==> config.mk <==
export PLATFORM = sky130hd
export DESIGN_NAME = flash_wp_unit
export DESIGN_NICKNAME = d
export VERILOG_FILES = /design/src/rtl/wbp_pkg.sv /design/src/rtl/wbp_busy_timer.sv /design/src/rtl/wbp_sector_guard.sv /design/src/rtl/wbp_status_reg.sv /design/src/rtl/flash_wp_unit.sv
export SDC_FILE = /design/constraint.sdc
export NUM_CORES = 1
export LEC_CHECK = 0
export ABC_AREA = 0
export ABC_CLOCK_PERIOD_IN_PS = 3950
export BUFFER_PORTS_ARGS = -buffer_cell sky130_fd_sc_hd__buf_2
export CORE_MARGIN = 3
export CORE_UTILIZATION = 44
export CTS_BUF_LIST = sky130_fd_sc_hd__clkbuf_8
export DETAILED_ROUTE_END_ITERATION = 6
export GPL_TIMING_DRIVEN = 0
export HOLD_SLACK_MARGIN = 0.06
export PLACE_DENSITY = 0.86
export SLEW_MARGIN = 15
export SYNTH_ARGS = -nofsm -noshare
export SYNTH_HDL_FRONTEND = slang
export SYNTH_SLANG_ARGS = --single-unit
export TNS_END_PERCENT = 1
==> constraint.sdc <==
create_clock -name clk -period 3.95 [get_ports clk]
set_input_delay 0.1975 -clock clk [delete_from_list [all_inputs] [get_ports clk]]
set_output_delay 0.1975 -clock clk [all_outputs]
set_load 0.01 [all_outputs]
==> src/rtl/wbp_pkg.sv <==
package wbp_pkg;
  typedef enum logic [2:0] {
    OP_NOP    = 3'd0,
    OP_WEN    = 3'd1,
    OP_WDIS   = 3'd2,
    OP_SRW    = 3'd3,
    OP_PROG   = 3'd4,
    OP_SERASE = 3'd5,
    OP_BERASE = 3'd6,
    OP_READ   = 3'd7
  } op_e;

  localparam int BP_W = 2;
endpackage

==> src/rtl/wbp_busy_timer.sv <==
module wbp_busy_timer #(
  parameter int BUSY_CYCLES = 8
) (
  input  logic clk,
  input  logic rst_n,
  input  logic start,
  output logic busy,
  output logic done
);
  localparam int CNT_W = (BUSY_CYCLES > 1) ? $clog2(BUSY_CYCLES) : 1;
  localparam logic [CNT_W-1:0] LOAD = CNT_W'(BUSY_CYCLES - 1);

  logic [CNT_W-1:0] cnt;

  assign done = busy && (cnt == '0);

  always_ff @(posedge clk) begin
    if (!rst_n) begin
      busy <= 1'b0;
      cnt  <= '0;
    end else if (start) begin
      busy <= 1'b1;
      cnt  <= LOAD;
    end else if (done) begin
      busy <= 1'b0;
    end else if (busy) begin
      cnt <= cnt - 1'b1;
    end
  end
endmodule

==> src/rtl/wbp_sector_guard.sv <==
module wbp_sector_guard #(
  parameter int SECT_W = 2
) (
  input  logic [wbp_pkg::BP_W-1:0] bp,
  input  logic [SECT_W-1:0]        sect,
  output logic                     sect_locked,
  output logic                     any_locked
);
  localparam int NUM_SECT = 1 << SECT_W;

  logic [NUM_SECT-1:0] lock_vec;

  // bp 0: none; bp all-ones: all; otherwise the top 2^(bp-1) sectors.
  for (genvar s = 0; s < NUM_SECT; s++) begin : g_sect
    always_comb begin
      if (bp == '0)
        lock_vec[s] = 1'b0;
      else if (bp == '1)
        lock_vec[s] = 1'b1;
      else
        lock_vec[s] = (s >= (NUM_SECT - (1 << (int'(bp) - 1))));
    end
  end

  assign sect_locked = lock_vec[sect];
  assign any_locked  = |lock_vec;
endmodule

==> src/rtl/wbp_status_reg.sv <==
module wbp_status_reg (
  input  logic                     clk,
  input  logic                     rst_n,
  input  logic                     set_wel,
  input  logic                     clr_wel,
  input  logic                     load,
  input  logic [7:0]               sr_in,
  output logic                     wel,
  output logic [wbp_pkg::BP_W-1:0] bp,
  output logic                     srwd
);
  always_ff @(posedge clk) begin
    if (!rst_n) begin
      wel  <= 1'b0;
      bp   <= '0;
      srwd <= 1'b0;
    end else begin
      if (set_wel)
        wel <= 1'b1;
      else if (clr_wel)
        wel <= 1'b0;
      if (load) begin
        bp   <= sr_in[3:2];
        srwd <= sr_in[7];
      end
    end
  end
endmodule

==> src/rtl/flash_wp_unit.sv <==
module flash_wp_unit #(
  parameter int ADDR_W      = 17,
  parameter int SECT_W      = 2,
  parameter int BUSY_CYCLES = 8
) (
  input  logic              clk,
  input  logic              rst_n,
  input  logic              cmd_valid,
  output logic              cmd_ready,
  input  logic [2:0]        cmd_op,
  input  logic [ADDR_W-1:0] cmd_addr,
  input  logic [7:0]        cmd_sr,
  input  logic              wp_n,
  output logic              dec_valid,
  output logic              dec_exec,
  output logic [7:0]        status
);
  import wbp_pkg::*;

  op_e              op;
  logic             busy, done;
  logic             wel, srwd;
  logic [BP_W-1:0]  bp;
  logic [SECT_W-1:0] sect;
  logic             sect_locked, any_locked;
  logic             hw_lock;
  logic             accept, start, set_wel, clr_cmd, load;
  logic             unused_bits;

  assign cmd_ready   = 1'b1;
  assign op          = op_e'(cmd_op);
  assign sect        = cmd_addr[ADDR_W-1 -: SECT_W];
  assign hw_lock     = srwd & ~wp_n;
  assign unused_bits = ^{cmd_addr[ADDR_W-SECT_W-1:0], cmd_sr[6:4], cmd_sr[1:0]};

  wbp_sector_guard #(.SECT_W(SECT_W)) guard_i (
    .bp          (bp),
    .sect        (sect),
    .sect_locked (sect_locked),
    .any_locked  (any_locked)
  );

  always_comb begin
    accept  = 1'b0;
    start   = 1'b0;
    set_wel = 1'b0;
    clr_cmd = 1'b0;
    load    = 1'b0;
    if (cmd_valid && !busy) begin
      unique case (op)
        OP_NOP, OP_READ: accept = 1'b1;
        OP_WEN: begin
          accept  = 1'b1;
          set_wel = 1'b1;
        end
        OP_WDIS: begin
          accept  = 1'b1;
          clr_cmd = 1'b1;
        end
        OP_SRW: begin
          accept = wel && !hw_lock;
          load   = accept;
        end
        OP_PROG, OP_SERASE: accept = wel && !sect_locked;
        OP_BERASE:          accept = wel && !any_locked;
        default:            accept = 1'b0;
      endcase
      start = accept && (op inside {OP_SRW, OP_PROG, OP_SERASE, OP_BERASE});
    end
  end

  wbp_busy_timer #(.BUSY_CYCLES(BUSY_CYCLES)) timer_i (
    .clk   (clk),
    .rst_n (rst_n),
    .start (start),
    .busy  (busy),
    .done  (done)
  );

  wbp_status_reg sreg_i (
    .clk     (clk),
    .rst_n   (rst_n),
    .set_wel (set_wel),
    .clr_wel (clr_cmd | done),
    .load    (load),
    .sr_in   (cmd_sr),
    .wel     (wel),
    .bp      (bp),
    .srwd    (srwd)
  );

  always_ff @(posedge clk) begin
    if (!rst_n) begin
      dec_valid <= 1'b0;
      dec_exec  <= 1'b0;
    end else begin
      dec_valid <= cmd_valid;
      dec_exec  <= cmd_valid && accept;
    end
  end

  assign status = {srwd, 3'b000, bp, wel, busy};
endmodule

Word level (Yosys, flattened, before mapping)
Index checks and enable logic that the tools add are counted.
Word-level totals
  flip-flop bits (word level): 10
  input port bits: 32
  output and inout bits: 11
  logic and storage cells: 77
Cells by class
  $add $sub $neg: 3
  order comparisons: 5
  eq/ne operators: 9
  shifts and indexed selects: 1
  mux-type cells: 27
  bitwise logic cells: 3
  reductions and logical operators: 22
Operators by type and width (count)
  $ge A3 B32 Y1 const A: 2
  $ge A1 B32 Y1 const A: 1
  $ge A2 B32 Y1 const A: 1
  $shl A1 B32 Y32 const A: 1
  $sub A4 B32 Y32 const A: 1
  $mux W1: 22
  $eq A3 B3 Y1 const B: 4
  $mux W3: 3
  $reduce_or A4 Y1: 2
  $logic_and A1 B1 Y1: 7
  $eq A3 B2 Y1 const B: 2
  $logic_not A3 Y1: 2
  $reduce_bool A2 Y1: 3
  $logic_not A1 Y1: 4
  $pmux W1 S4: 1
  $reduce_bool A4 Y1: 1
  $eq A3 B1 Y1 const B: 1
  $lt A2 B3 Y1 const B: 1
  $sub A2 B1 Y3 const B: 1
  $sub A3 B1 Y3 const B: 1
  $bmux W1 S2: 1
  $eq A2 B2 Y1 const B: 1
  $logic_not A2 Y1: 1
  $ne A2 B1 Y1 const B: 1
  5 further kinds: 5

Logic depth before layout (Yosys ltp)
Gate-level depths: netlist (run 1).
  depth after elaboration: 16
  depth in mapped cells: 6
  mapped depth without buffers: 6

Modules after synthesis
Synthesis (run 1) repeated with hierarchy kept, for this count alone.
Second synthesis, totals
  cell total of the unflattened synthesis: 67
  area, all modules: 605.6 sq um
By module, submodules not included
  flash_wp_unit: instances 1, cells an instance 29, area an instance 225.2 sq um, seq. area each 40.0 sq um
  wbp_busy_timer: instances 1, cells an instance 22, area an instance 217.7 sq um, seq. area each 80.1 sq um
  wbp_status_reg: instances 1, cells an instance 12, area an instance 142.6 sq um, seq. area each 80.1 sq um
  wbp_sector_guard: instances 1, cells an instance 4, area an instance 20.0 sq um, seq. area each 0.0 sq um

Least setup slack after synthesis (run 1)
No wires, ideal clock.
  path kind: register to register
  from: reg timer_i.cnt[0]
  to: reg timer_i.cnt[1]
  setup time: 70 ps
  arrival time: 1361 ps
  data required time: 3880 ps
  setup slack: 2519 ps
  stages on the path, launching flop included: 7
  buffers on the path: 0
  period minus slack after synthesis: 1431 ps
  cell sequence: dfxtp_1 -> inv_1 -> ha_1 -> inv_1 -> o21ai_0 -> mux2_2 -> a21oi_1
Between the ends
  longest elaborated chain between the ends: 4
  elaborated cells between the ends (all ways): 8
  classes of those cells: add/sub: 1; eq/ne: 1; mux: 3; reduce/logical: 3
RTL lines
  from (decl): RTL line wbp_busy_timer.sv:13  | logic [CNT_W-1:0] cnt;
  from (signal assigned): RTL line wbp_busy_timer.sv:27  | cnt <= cnt - 1'b1;
  $sub A3 B1 Y3 or $logic_not A3 Y1 (tied branches): RTL line wbp_busy_timer.sv:27, wbp_busy_timer.sv:15
  $mux W3 or $logic_and A1 B1 Y1 (tied branches): RTL line wbp_busy_timer.sv:26, wbp_busy_timer.sv:15
  $mux W3 or $ne A2 B1 Y1 (tied branches)
  $mux W3 or $reduce_and A2 Y1 (tied branches)
Parallel ways exist; a longest one is shown, timed or not. The select of a mux whose other input is x is not followed.
A chain may end at the register's enable or synchronous reset.

Final worst setup path (run 1)
Ends and elaborated chain as after synthesis.

==> impl_metrics.yaml, run 1 <==
floorplan:
  die_h_um: 42.6
  initial_core_util_pct: 49.7
  core_area_mm2: 0.00119
  dieArea_mm2: 0.00181
  ios: 43
  placementRows: 12
  die_x_um: 42.6
clock_tree:
  cts_max_level: 1
  postCtsSetupRepairBufs: 0
  root_buffer: "clkbuf_8"
  cts_made_buffers: 3
  cts_tree: "yes"
  clk_latency_ns: 0.23
  cts_resized: 0
  hold_buffers: 0
  cts.sinks: 10
  clk_path_buf_depth: 2
  clk_pin_slew_ns: 0.05
critical_path:
  cp.arrival_ns: 1.76
  crit_type: "reg2reg"
  slowest_stage: "o21ai_0"
  cp-start-kind: "flip-flop"
  worstPathRequired_ns: 4.11
  critPathMaxStageDelay_ns: 0.38
  worstPathMaxFanout: 3
  cp-end-kind: "flip-flop"
  cp_cell_sequence: "inv_1, ha_1, inv_1, o21ai_0, mux2_2, a21oi_1"
  r2r_setup_slack_ns: 2.35
  cpMostUsedCell: "inv_1"
global_routing:
  gr-usage-all-layers_pct: 14.5
  overflow: 0
  grt_max_degree: 9
  grt_pass1_vias: 483
  grt_pass1_wl_um: 1950
  antenna_found_initial: 0
job:
  drv_cap: 0
power:
  vdd_ir_drop_max_mv: 0.206
  p_leak_nw: 0.360
  cellPowerDensity_mw_per_mm2: 317
cells_and_area:
  fill_cells: 111
  fin_area_um2: 746
  area_growth_pct: 26.5
  nNetsFinal: 124
  num_antenna_cells: 0
  seq_area_um2: 200
  multi_input_area_um2: 322
  fin_util_pct: 62.9
  fin_cells: 102
  drive_above_1_share_pct: 37.5
placed_design:
  io_buffers: 18
  placed_cell_area_um2: 704
  gp_congestion: 0.696
  hpwlAfterDp_um: 855
  dp_cells: 99
sta:
  max_freq_mhz: 624
  fin_crit_sh_pct: 40.6
  skew_ns: 0.00437
  hold_viol_final: 0
  finalSetupTns_ns: 0
  slew_viol_final: 0
  period_minus_slack_ns: 1.60
  rsz0062_at_grt: "no"
  setup_viol: 0
synthesis:
  ys_ff_latch: 10
  netlist_instances: 65
  async_flop_share_pct: 0
  seq_area_frac_synth_pct: 34.0
  netlist_area_um2: 589
  syn_avg_cell_area_um2: 9.07
  synth_edf_count: 0
  synthFlopType: "dfxtp_1"
  synth_cell_types: 28
  yosysWarnings: 0
routing:
  ant_nets: 0
  drc: 0
  num_vias: 488
  finalWirelength_um: 1030
  drtIter0Drc: 1
  vias_per_cell: 4.78
  drtPass1Iterations: 2
  wl_per_cell_um: 10.1
outcome:
  status: "completed"
min_path:
  hold_class: "in2reg"
[where the power goes]
part           switching, mW  internal, mW
sequential           0.00159         0.104
clock                 0.0355        0.0663
combinational         0.0149        0.0144
[kinds of logic (layout without fill, tap and decap cells)]
family / Yosys count / in the layout / share of synthesized area, %
xor gates and xnor gates: 2 / 2 / 2.97
adders and majority gates: 2 / 2 / 4.25
muxes: 4 / 4 / 7.01
and+or+nand+nor: 17 / 17 / 19.3
other: 2 / 4 / 1.27
DFF: 10 / 10 / 34.0
buffers and inverters: 13 / 34 / 12.7
AOI/OAI and AO/OA: 15 / 15 / 18.5
[worst max-delay path: cells and delay by family, from the launching register on]
family / cells / cell delay [ns]
multiplexers: 1 / 0.38
buffers and inverters: 2 / 0.14
AO/OA/AOI/OAI: 2 / 0.51
adder cells (fa/ha/maj): 1 / 0.21
flip-flops: 1 / 0.29
[per-layer routing]
layer / GRT usage (%) / up-vias / wire length [um]
li1: - / 258 / -
met1: 15.1 / 207 / 432
met2: 24.0 / 20 / 476
met3: 8.15 / 3 / 117
met4: 5.59 / 0 / 7
met5: 0 / - / 0
[cell usage in the layout (no fill, tap or decap)]
cell and instances:
nand2_1 4, and4b_1 1, clkbuf_8 3, ha_1 2, mux2i_1 3, and2_1 1
o31ai_1 1, o21a_1 1, inv_1 6, xnor2_1 2, nor3_1 1, nand3_1 1
nor2b_1 1, buf_4 7, mux2_2 1, conb_1 4, a211oi_1 1, nand2b_4 1
nor2_1 4, a31oi_1 1, o21ai_0 2, o211ai_2 1, nand3b_1 1, or3_1 1
buf_2 18, a21oi_1 6, a211oi_4 1, nand4b_4 1, dfxtp_1 10, a21boi_0 1
[path summary, 6_finish.rpt]
path | start | end | cells after the start
setup / recovery | timer_i.cnt[0]$_SDFFE_PN0P_ | timer_i.cnt[1]$_SDFFE_PN0P_ | 6
hold / removal | rst_n | sreg_i.wel$_SDFFE_PN0P_ | 2
setup reg to reg | timer_i.cnt[0]$_SDFFE_PN0P_ | timer_i.cnt[1]$_SDFFE_PN0P_ | 6
hold reg to reg | sreg_i.bp[1]$_SDFFE_PN0P_ | sreg_i.bp[1]$_SDFFE_PN0P_ | 2
[flip-flops by register name (all words and copies together) (netlist names)]
register	flops
timer_i.cnt	3
sreg_i.bp	2
dec_exec	1
dec_valid	1
sreg_i.srwd	1
sreg_i.wel	1
timer_i.busy	1
[Yosys cell counts, types with 2 or more instances]
| cell type | instances | area (um^2) |
|---|---|---|
| ha_1 | 2 | 25.0 |
| nor2_1 | 4 | 15.0 |
| inv_1 | 6 | 22.5 |
| conb_1 | 2 | 7.51 |
| a21oi_1 | 6 | 30.0 |
| mux2i_1 | 3 | 30.0 |
| buf_4 | 7 | 52.6 |
| o21ai_0 | 2 | 10.0 |
| nand2_1 | 4 | 15.0 |
| xnor2_1 | 2 | 17.5 |
| dfxtp_1 | 10 | 200 |
[final cells by class]
| cell class | instances | share of cell area (%) |
|---|---|---|
| Clock buffer | 3 | 5.54 |
| Tap cell | 14 | 2.35 |
| Inverter | 6 | 3.02 |
| Multi-Input combinational cell | 44 | 43.1 |
| Sequential cell | 10 | 26.8 |
| Timing Repair Buffer | 18 | 12.1 |
| Buffer | 7 | 7.05 |
[metrics by stage]
step                setup WS (ns)  hold WS (ns)  total power, mW
global route                 2.23         0.207            0.249
finish                       2.35         0.194            0.236
floorplan                    2.52         0.315            0.125
CTS                          2.35         0.191            0.240
global placement             2.44         0.430            0.136
detailed placement           2.36         0.430            0.136
(Power assumes the default switching activity.)
==> run 2: changes to the inputs <==
Settings changed: ABC_CLOCK_PERIOD_IN_PS 3950 to 1350, CORE_UTILIZATION 44 to 37, PLACE_DENSITY 0.86 to 0.77.
Clock period 3.95 ns to 1.35 ns, I/O delays scaled along.
==> impl_metrics.yaml, run 2 (synthesized netlist as in run 1, its figures left out) <==
routing:
  ant_nets: 0
  drtIter0Drc: 26
  vias_per_cell: 5.08
  finalWirelength_um: 1230
  wl_per_cell_um: 11.6
  drc: 0
  num_vias: 538
  drtPass1Iterations: 4
global_routing:
  gr-usage-all-layers_pct: 12.8
  overflow: 0
  grt_pass1_wl_um: 1880
  grt_pass1_vias: 435
  grt_max_degree: 9
  antenna_found_initial: 0
critical_path:
  cp.arrival_ns: 1.43
  crit_type: "reg2reg"
  worstPathMaxFanout: 3
  worstPathRequired_ns: 1.52
  cp-end-kind: "flip-flop"
  cp-start-kind: "flip-flop"
floorplan:
  placementRows: 13
  dieArea_mm2: 0.00211
  die_x_um: 45.9
  die_h_um: 45.9
  initial_core_util_pct: 42.1
  ios: 43
  core_area_mm2: 0.00140
sta:
  max_freq_mhz: 793
  hold_viol_final: 0
  hold_ws_ns: 0.0614
  rsz0062_at_grt: "no"
  setup_viol: 0
  period_minus_slack_ns: 1.26
  slew_viol_final: 0
  finalSetupTns_ns: 0
  skew_ns: 0.00261
  fin_crit_sh_pct: 93.5
cells_and_area:
  fin_util_pct: 56.6
  nNetsFinal: 126
  largest_register_ffs: 3
  seq_area_um2: 200
  fill_cells: 132
  multi_input_area_um2: 338
  largest_register: "timer_i.cnt"
  reg_top3: "timer_i.cnt (3), sreg_i.bp (2)"
  area_growth_pct: 34.4
  final_common_cell: "buf_2"
  num_antenna_cells: 0
  layout_common_cells: "18 x buf_2, 10 x dfxtp_1, 9 x buf_4"
  drive_above_1_share_pct: 44.0
placed_design:
  io_buffers: 18
  gp_congestion: 0.712
  hpwlAfterDp_um: 899
power:
  switching_share_pct: 23.0
  pwr-share-seq_pct: 39.3
  clkPwrFrac_pct: 49.3
  p_sw_mw: 0.181
  p_int_mw: 0.604
  p_leak_nw: 0.378
  combPwrFrac_pct: 11.5
  cellPowerDensity_mw_per_mm2: 991
  vdd_ir_drop_max_mv: 0.387
clock_tree:
  cts_max_level: 1
  root_buffer: "clkbuf_8"
  cts_made_buffers: 3
  clk_path_buf_depth: 2
  clk_latency_ns: 0.24
  clk_pin_slew_ns: 0.05
  cts_tree: "yes"
  cts.sinks: 10
outcome:
  status: "completed"
min_path:
  hold_class: "in2reg"
job:
  drv_cap: 0
## run 2: final cells by class
type / count / share of cell area [%]
inverter: 6 / 2.84
tap: 15 / 2.37
sequential: 10 / 25.3
timing repair buffer: 20 / 13.3
buffer: 7 / 6.64
clock buffer: 4 / 6.95
multi-input combinational: 44 / 42.7
## run 2: repair_timing
| item | CTS | global route |
|---|---|---|
| hold buffers | 0 | 0 |
| pin swaps | 2 | 1 |
| buffers inserted | 2 | 0 |
| gates resized for setup | 3 | 2 |
| endpoints found under the setup margin | 1 | 1 |
| hold endpoints to repair | 0 | 0 |
## run 2: path summary, 6_finish.rpt
path | from | endpoint | slack, ns | depth (start not counted)
setup / recovery | timer_i.cnt[0]$_SDFFE_PN0P_ | timer_i.cnt[1]$_SDFFE_PN0P_ | 0.09 | 6
hold / removal | cmd_sr[7] | sreg_i.srwd$_SDFFE_PN0P_ | 0.06 | 3
setup reg to reg | timer_i.cnt[0]$_SDFFE_PN0P_ | timer_i.cnt[1]$_SDFFE_PN0P_ | 0.09 | 6
hold reg to reg | sreg_i.bp[1]$_SDFFE_PN0P_ | sreg_i.bp[1]$_SDFFE_PN0P_ | 0.55 | 2
## run 2: per-stage QoR
stage	area [um^2]	power, mW	worst slack (ns)	cells
after floorplan	597	0.365	0.0137	67
after global placement	706	0.398	-0.0580	100
after detailed placement	706	0.400	-0.107	100
after CTS	782	0.786	0.0152	106
after global routing	792	0.806	0.00580	106
final	792	0.785	0.0884	106
## run 2: critical path, cell delays in order, from the launching register on
cell     delay (ns)
dfxtp_1        0.30
inv_2          0.09
ha_4           0.14
inv_1          0.05
o21ai_2        0.13
mux2_2         0.35
a21oi_1        0.14
## run 2: power groups by stage
stage                     Combinational (mW)  Sequential, mW  Clock (mW)
after detailed placement              0.0868           0.314           0
after floorplan                       0.0506           0.315           0
after global placement                0.0846           0.313           0
after global routing                  0.0982           0.309       0.399
after CTS                             0.0887           0.308       0.389
final                                 0.0899           0.308       0.387
## run 2: per-layer routing
layer	track usage [%]	share of wire, %
met5	0	0
met4	10.2	3.7
met3	3.95	11
met2	19.2	42
met1	14.8	44
